--- src/rtl/ata_bridge_pkg.sv ---
package ata_bridge_pkg;
    localparam int BYTE_W = 8;
    localparam int WORD_W = 2 * BYTE_W;
    localparam int IDX_W  = 3;
    localparam logic [BYTE_W-1:0] CTRL_PORT = 8'hE3;
    localparam logic [IDX_W-1:0]  DATA_IDX  = '0;

    typedef enum logic [2:0] {
        ST_IDLE,
        ST_WORD_RD,
        ST_WORD_WR,
        ST_BYTE_RD,
        ST_BYTE_WR
    } xfer_state_t;

    typedef enum logic {
        PH_FIRST,
        PH_SECOND
    } pair_phase_t;

    typedef struct packed {
        logic             ata_hit;
        logic             data_hit;
        logic             ctrl_hit;
        logic [IDX_W-1:0] idx;
    } port_dec_t;
endpackage

--- src/rtl/ata_port_decode.sv ---
module ata_port_decode
    import ata_bridge_pkg::*;
(
    input  logic [BYTE_W-1:0] addr,
    output port_dec_t         dec
);
    always_comb begin
        dec.ata_hit  = (addr[7:5] == 3'b101) && (addr[1:0] == 2'b11);
        dec.idx      = addr[4:2];
        dec.data_hit = dec.ata_hit && (addr[4:2] == DATA_IDX);
        dec.ctrl_hit = (addr == CTRL_PORT);
    end
endmodule

--- src/rtl/ata_strobe_edge.sv ---
module ata_strobe_edge #(
    parameter int N = 2
) (
    input  logic         clk,
    input  logic         rst_n,
    input  logic [N-1:0] lvl,
    output logic [N-1:0] rise
);
    for (genvar i = 0; i < N; i++) begin : g_edge
        logic prev_q;
        always_ff @(posedge clk or negedge rst_n) begin
            if (!rst_n) prev_q <= 1'b0;
            else        prev_q <= lvl[i];
        end
        assign rise[i] = lvl[i] & ~prev_q;
    end
endmodule

--- src/rtl/ata_pair_phase.sv ---
module ata_pair_phase
    import ata_bridge_pkg::*;
(
    input  logic        clk,
    input  logic        rst_n,
    input  logic        step,
    input  logic        resync,
    output pair_phase_t phase
);
    always_ff @(posedge clk or negedge rst_n) begin
        if (!rst_n)      phase <= PH_FIRST;
        else if (resync) phase <= PH_FIRST;
        else if (step)   phase <= (phase == PH_FIRST) ? PH_SECOND : PH_FIRST;
    end
endmodule

--- src/rtl/ata_byte_bridge.sv ---
module ata_byte_bridge
    import ata_bridge_pkg::*;
(
    input  logic              clk,
    input  logic              rst_n,
    input  logic [BYTE_W-1:0] cpu_addr,
    input  logic [BYTE_W-1:0] cpu_wdata,
    input  logic              cpu_rd,
    input  logic              cpu_wr,
    output logic [BYTE_W-1:0] cpu_rdata,
    output logic [IDX_W-1:0]  ata_sel,
    output logic              ata_rd,
    output logic              ata_wr,
    output logic [WORD_W-1:0] ata_wdata,
    input  logic [WORD_W-1:0] ata_rdata
);
    port_dec_t   dec;
    logic [1:0]  rise;
    pair_phase_t phase;
    xfer_state_t state_q, state_d;

    logic [BYTE_W-1:0] rdata_q, hold_q, low_q;
    logic [IDX_W-1:0]  sel_q;
    logic [WORD_W-1:0] wdata_q;

    logic accept, do_rd, do_wr, step, resync;

    ata_port_decode u_dec (.addr(cpu_addr), .dec(dec));

    ata_strobe_edge #(.N(2)) u_edge (
        .clk(clk), .rst_n(rst_n), .lvl({cpu_wr, cpu_rd}), .rise(rise)
    );

    assign accept = (state_q == ST_IDLE) && (rise[0] || rise[1]);
    assign do_rd  = accept && rise[0];
    assign do_wr  = accept && !rise[0] && rise[1];
    assign step   = accept && dec.data_hit;
    assign resync = accept && ((dec.ata_hit && !dec.data_hit) || dec.ctrl_hit);

    ata_pair_phase u_phase (
        .clk(clk), .rst_n(rst_n), .step(step), .resync(resync), .phase(phase)
    );

    // next-state logic
    always_comb begin
        state_d = ST_IDLE;
        unique case (state_q)
            ST_IDLE: begin
                if (do_rd && dec.ata_hit) begin
                    if (!dec.data_hit)           state_d = ST_BYTE_RD;
                    else if (phase == PH_FIRST)  state_d = ST_WORD_RD;
                end else if (do_wr && dec.ata_hit) begin
                    if (!dec.data_hit)           state_d = ST_BYTE_WR;
                    else if (phase == PH_SECOND) state_d = ST_WORD_WR;
                end
            end
            ST_WORD_RD, ST_WORD_WR, ST_BYTE_RD, ST_BYTE_WR: state_d = ST_IDLE;
            default: state_d = ST_IDLE;
        endcase
    end

    // state register
    always_ff @(posedge clk or negedge rst_n) begin
        if (!rst_n) state_q <= ST_IDLE;
        else        state_q <= state_d;
    end

    // datapath registers
    always_ff @(posedge clk or negedge rst_n) begin
        if (!rst_n) begin
            rdata_q <= '0;
            hold_q  <= '0;
            low_q   <= '0;
            sel_q   <= '0;
            wdata_q <= '0;
        end else begin
            if (accept && dec.ata_hit) sel_q <= dec.idx;
            if (do_rd && dec.data_hit && phase == PH_SECOND) rdata_q <= hold_q;
            if (do_wr && dec.data_hit) begin
                if (phase == PH_FIRST) low_q   <= cpu_wdata;
                else                   wdata_q <= {cpu_wdata, low_q};
            end
            if (do_wr && dec.ata_hit && !dec.data_hit)
                wdata_q <= {{BYTE_W{1'b0}}, cpu_wdata};
            if (state_q == ST_WORD_RD) begin
                rdata_q <= ata_rdata[BYTE_W-1:0];
                hold_q  <= ata_rdata[WORD_W-1:BYTE_W];
            end
            if (state_q == ST_BYTE_RD) rdata_q <= ata_rdata[BYTE_W-1:0];
        end
    end

    // outputs
    always_comb begin
        ata_rd    = (state_q == ST_WORD_RD) || (state_q == ST_BYTE_RD);
        ata_wr    = (state_q == ST_WORD_WR) || (state_q == ST_BYTE_WR);
        ata_sel   = sel_q;
        ata_wdata = wdata_q;
        cpu_rdata = rdata_q;
    end
endmodule

--- config.mk ---
export PLATFORM = sky130hd
export DESIGN_NAME = ata_byte_bridge
export DESIGN_NICKNAME = d
export VERILOG_FILES = /design/src/rtl/ata_bridge_pkg.sv /design/src/rtl/ata_port_decode.sv /design/src/rtl/ata_strobe_edge.sv /design/src/rtl/ata_pair_phase.sv /design/src/rtl/ata_byte_bridge.sv
export SDC_FILE = /design/constraint.sdc
export NUM_CORES = 1
export LEC_CHECK = 0
export ABC_AREA = 1
export BUFFER_PORTS_ARGS = -buffer_cell sky130_fd_sc_hd__buf_2
export CAP_MARGIN = 20
export CORE_ASPECT_RATIO = 0.9
export CORE_MARGIN = 3
export CORE_UTILIZATION = 30
export DETAILED_ROUTE_END_ITERATION = 16
export GPL_ROUTABILITY_DRIVEN = 0
export PLACE_DENSITY = 0.49
export SLEW_MARGIN = 25
export SYNTH_ARGS = -nofsm -noshare
export SYNTH_HDL_FRONTEND = slang
export SYNTH_SLANG_ARGS = --single-unit
--- constraint.sdc ---
create_clock -name clk -period 3.31 [get_ports clk]
set_clock_uncertainty 0.1 [all_clocks]
set_input_delay 0.4965 -clock clk [delete_from_list [all_inputs] [get_ports clk]]
set_output_delay 0.4965 -clock clk [all_outputs]
set_load 0.05 [all_outputs]
==> results_dict.tcl <==
set metrics [dict create \
    outcome "finished, final reports clean" \
    final_antenna_net_count 0 \
    cp-endpoint "ata_wr" \
    area_delta_synth_final_pct 23.7 \
    p_leak_nw 1.58 \
    hold_viol 0 \
    dp_hpwl_um 3940 \
    critPathArrivalTime_ns 1.37 \
    die_w_um 99.2 \
    ys_types 24 \
    crit_fanout 4 \
    post-route-period-util_pct 59.3 \
    post-place-ws_ns 1.34 \
    clockPowerShare_pct 34.8 \
    post_drt_wl_per_cell_um 12.1 \
    io_buffers 64 \
    grt_max_degree 23 \
    startpoint "state_q[2]$_DFF_PN0_" \
    synth-async-reset-ratio_pct 100 \
    pwr-share-seq_pct 46.3 \
    drt-met1-wl_um 2680 \
    power.density_mw_per_mm2 506 \
    dr_wl_met2_um 2170 \
    cts.repair.resized 0 \
    synth_area_leader_cell "dfrtp_1" \
    hold_buffers 0 \
    yosys_most_used_dff "dfrtp_1" \
    setup_slack_ns 1.35 \
    ys_seq_area_share_pct 52.3 \
    rsz0062_at_grt "no" \
    p_sw_mw 0.437 \
    r2r-end "ata_wdata[14]$_DFFE_PN0P_" \
    final_core_util_pct 39.6 \
    cts.path.max_buffers 2 \
    worst_pin_slew_ns 0.489 \
    max_freq_ghz 0.509 \
    hp-class "input port to asynchronous set/reset pin" \
    io-pin-count 65 \
    worst-setup-path-type "flop to output pin" \
    initial_utilization_pct 32.0 \
    swShare_pct 29.8 \
    diodes 0 \
    slew_violations 0 \
    drt-initial-drc-count 56 \
    drive_gt1_share_pct 32.3 \
    drcViolationCount 0 \
    route.met3.wl_um 269 \
    grt_antenna_before_repair 0 \
    fillers 778 \
    rows 29 \
    finalSetupViolations 0 \
    die_h_um 89.9 \
    drtPass1Iterations 4 \
    power.total_mw 1.47 \
    cts.clk_slew.worst_paths_ns 0.09 \
    synth_edf_count 0 \
    post_cts_buffers 0 \
    yosysWarnings 0 \
    drt-vias-per-instance 4.33 \
    synth_area_mm2 0.00234 \
    syn_nets 303 \
    r2r_slack_ns 1.58 \
    cap_viol_max_count 0 \
    ys_seq_elements 49 \
    cts_root_buf "clkbuf_8" \
    first_global_vias 1928 \
    postSynthCellCount 267 \
    gr-usage-all-layers_pct 12.7 \
    setup_tns_ns 0 \
    cts-htree-levels 2 \
    clkSinkCount 49 \
    cts_tree "yes" \
    top_layer_used "met4" \
    maxSlewHeadroom_pct 67.4 \
    finalNetCount 372 \
    p_int_mw 1.03 \
    crit_path_end_kind "output pin" \
    num_vias 1860 \
    drt_wl_total_um 5200 \
    power_frac_comb_pct 18.9 \
    worstSetupStartpointType "flop" \
    core_mm2 0.00733 \
    avgSynthCellArea_um2 8.78 \
    clock_latency_ns 0.31 \
    grt_pass1_wl_um 9230 \
    r2r_start "state_q[2]$_DFF_PN0_" \
    synthTopCellsByArea "dfrtp_1 (52%), nand2_1 (16%), nand3_1 (5.3%)" \
    hold_ws_ns 0.0370 \
    peakVddDrop_mv 0.156 \
    grt_overflow 0 \
    critical_path_required_ns 2.71 \
    numCtsBuffers 5 \
    r2r.worst_path.cells 6 \
    finalCriticalPeriod_ns 1.96 \
    die_area_mm2 0.00891 \
    synth.top_cell.area_share_pct 52.3 \
]
-- final cells by class --
type | instances | area (µm²) | share of cell area, %
tap | 93 | 116 | 4.01
clock inverter | 3 | 65.1 | 2.24
inverter | 33 | 124 | 4.27
sequential | 49 | 1230 | 42.3
timing repair buffer | 66 | 335 | 11.6
clock buffer | 5 | 68.8 | 2.37
multi-input combinational | 181 | 965 | 33.3
-- power groups by stage --
stage | logic [mW] | clock network, mW | registers [mW]
after floorplan | 0.0859 | 0 | 0.800
after global placement | 0.279 | 0 | 0.692
after detailed placement | 0.281 | 0 | 0.693
after CTS | 0.282 | 0.528 | 0.681
after global routing | 0.306 | 0.557 | 0.687
final | 0.277 | 0.510 | 0.680
-- through the flow --
step                cell area (µm²)  instances
global route                   2900        430
global placement               2770        422
CTS                            2900        430
finish                         2900        430
detailed placement             2770        422
floorplan                      2340        267
-- cell usage in the layout (no fill, tap or decap) --
master	Yosys	layout
a21oi_1	1	1
a21oi_2	1	1
buf_2	3	64
buf_4	0	2
bufinv_16	0	2
clkbuf_8	0	5
clkinv_2	0	1
dfrtp_1	49	49
inv_1	30	30
inv_2	3	3
mux2_2	8	8
nand2_1	103	103
nand2_2	1	1
nand2_4	3	3
nand3_1	25	25
nand3_2	2	2
nand3_4	2	2
nand4_1	1	1
nor2_1	6	6
nor2_2	1	1
nor2_4	4	4
nor2_8	1	1
nor3_4	1	1
o21a_1	1	1
o21ai_0	4	4
o21ai_1	8	8
o21ai_2	8	8
-- cells in the mapped netlist, types with 2 or more instances --
master / number
mux2_2: 8
nor2_4: 4
nand2_1: 103
nand2_4: 3
o21ai_0: 4
inv_1: 30
nand3_2: 2
nor2_1: 6
dfrtp_1: 49
o21ai_1: 8
nand3_1: 25
o21ai_2: 8
nand3_4: 2
buf_2: 3
inv_2: 3
-- flip-flops by register name, indices dropped and copies added (netlist names) --
name,cells
ata_wdata,16
cpu_rdata,8
hold_q,8
low_q,8
ata_sel,3
state_q,3
u_edge.g_edge.prev_q,2
u_phase.phase,1
-- metal layers --
layer	global-route usage [%]	up-vias
met3	2.86	8
met5	0	-
met4	4.44	0
met2	18.8	46
li1	-	975
met1	18.1	831
-- logic make-up (layout without fill, tap and decap cells) --
| group | count (synthesis) | after routing | share of synthesized area, % |
|---|---|---|---|
| multiplexers | 8 | 8 | 3.84 |
| AO/OA/AOI/OAI | 23 | 23 | 6.46 |
| buffers and inverters | 37 | 107 | 6.56 |
| AND/OR/NAND/NOR | 150 | 150 | 30.8 |
| flip-flops | 49 | 49 | 52.3 |
-- critical path, cell delays in order, from the launching register on --
cell     delay [ns]
dfrtp_1        0.48
inv_1          0.06
nand2_1        0.08
nand2_1        0.05
a21oi_1        0.12
buf_2          0.28
-- worst min path at each step --
stage | depth (start not counted) | to | slack (ns) | startpoint
after floorplan | 0 | ata_sel[0]$_DFFE_PN0P_ | 0.10 | rst_n
after global placement | 2 | ata_wdata[1]$_DFFE_PN0P_ | 0.36 | ata_wdata[1]$_DFFE_PN0P_
after detailed placement | 2 | ata_wdata[2]$_DFFE_PN0P_ | 0.36 | ata_wdata[2]$_DFFE_PN0P_
after CTS | 1 | u_edge.g_edge[0].prev_q$_DFF_PN0_ | 0.05 | rst_n
after global routing | 1 | cpu_rdata[5]$_DFFE_PN0P_ | 0.07 | rst_n
final | 1 | cpu_rdata[5]$_DFFE_PN0P_ | 0.04 | rst_n
(Power assumes the default switching activity.)
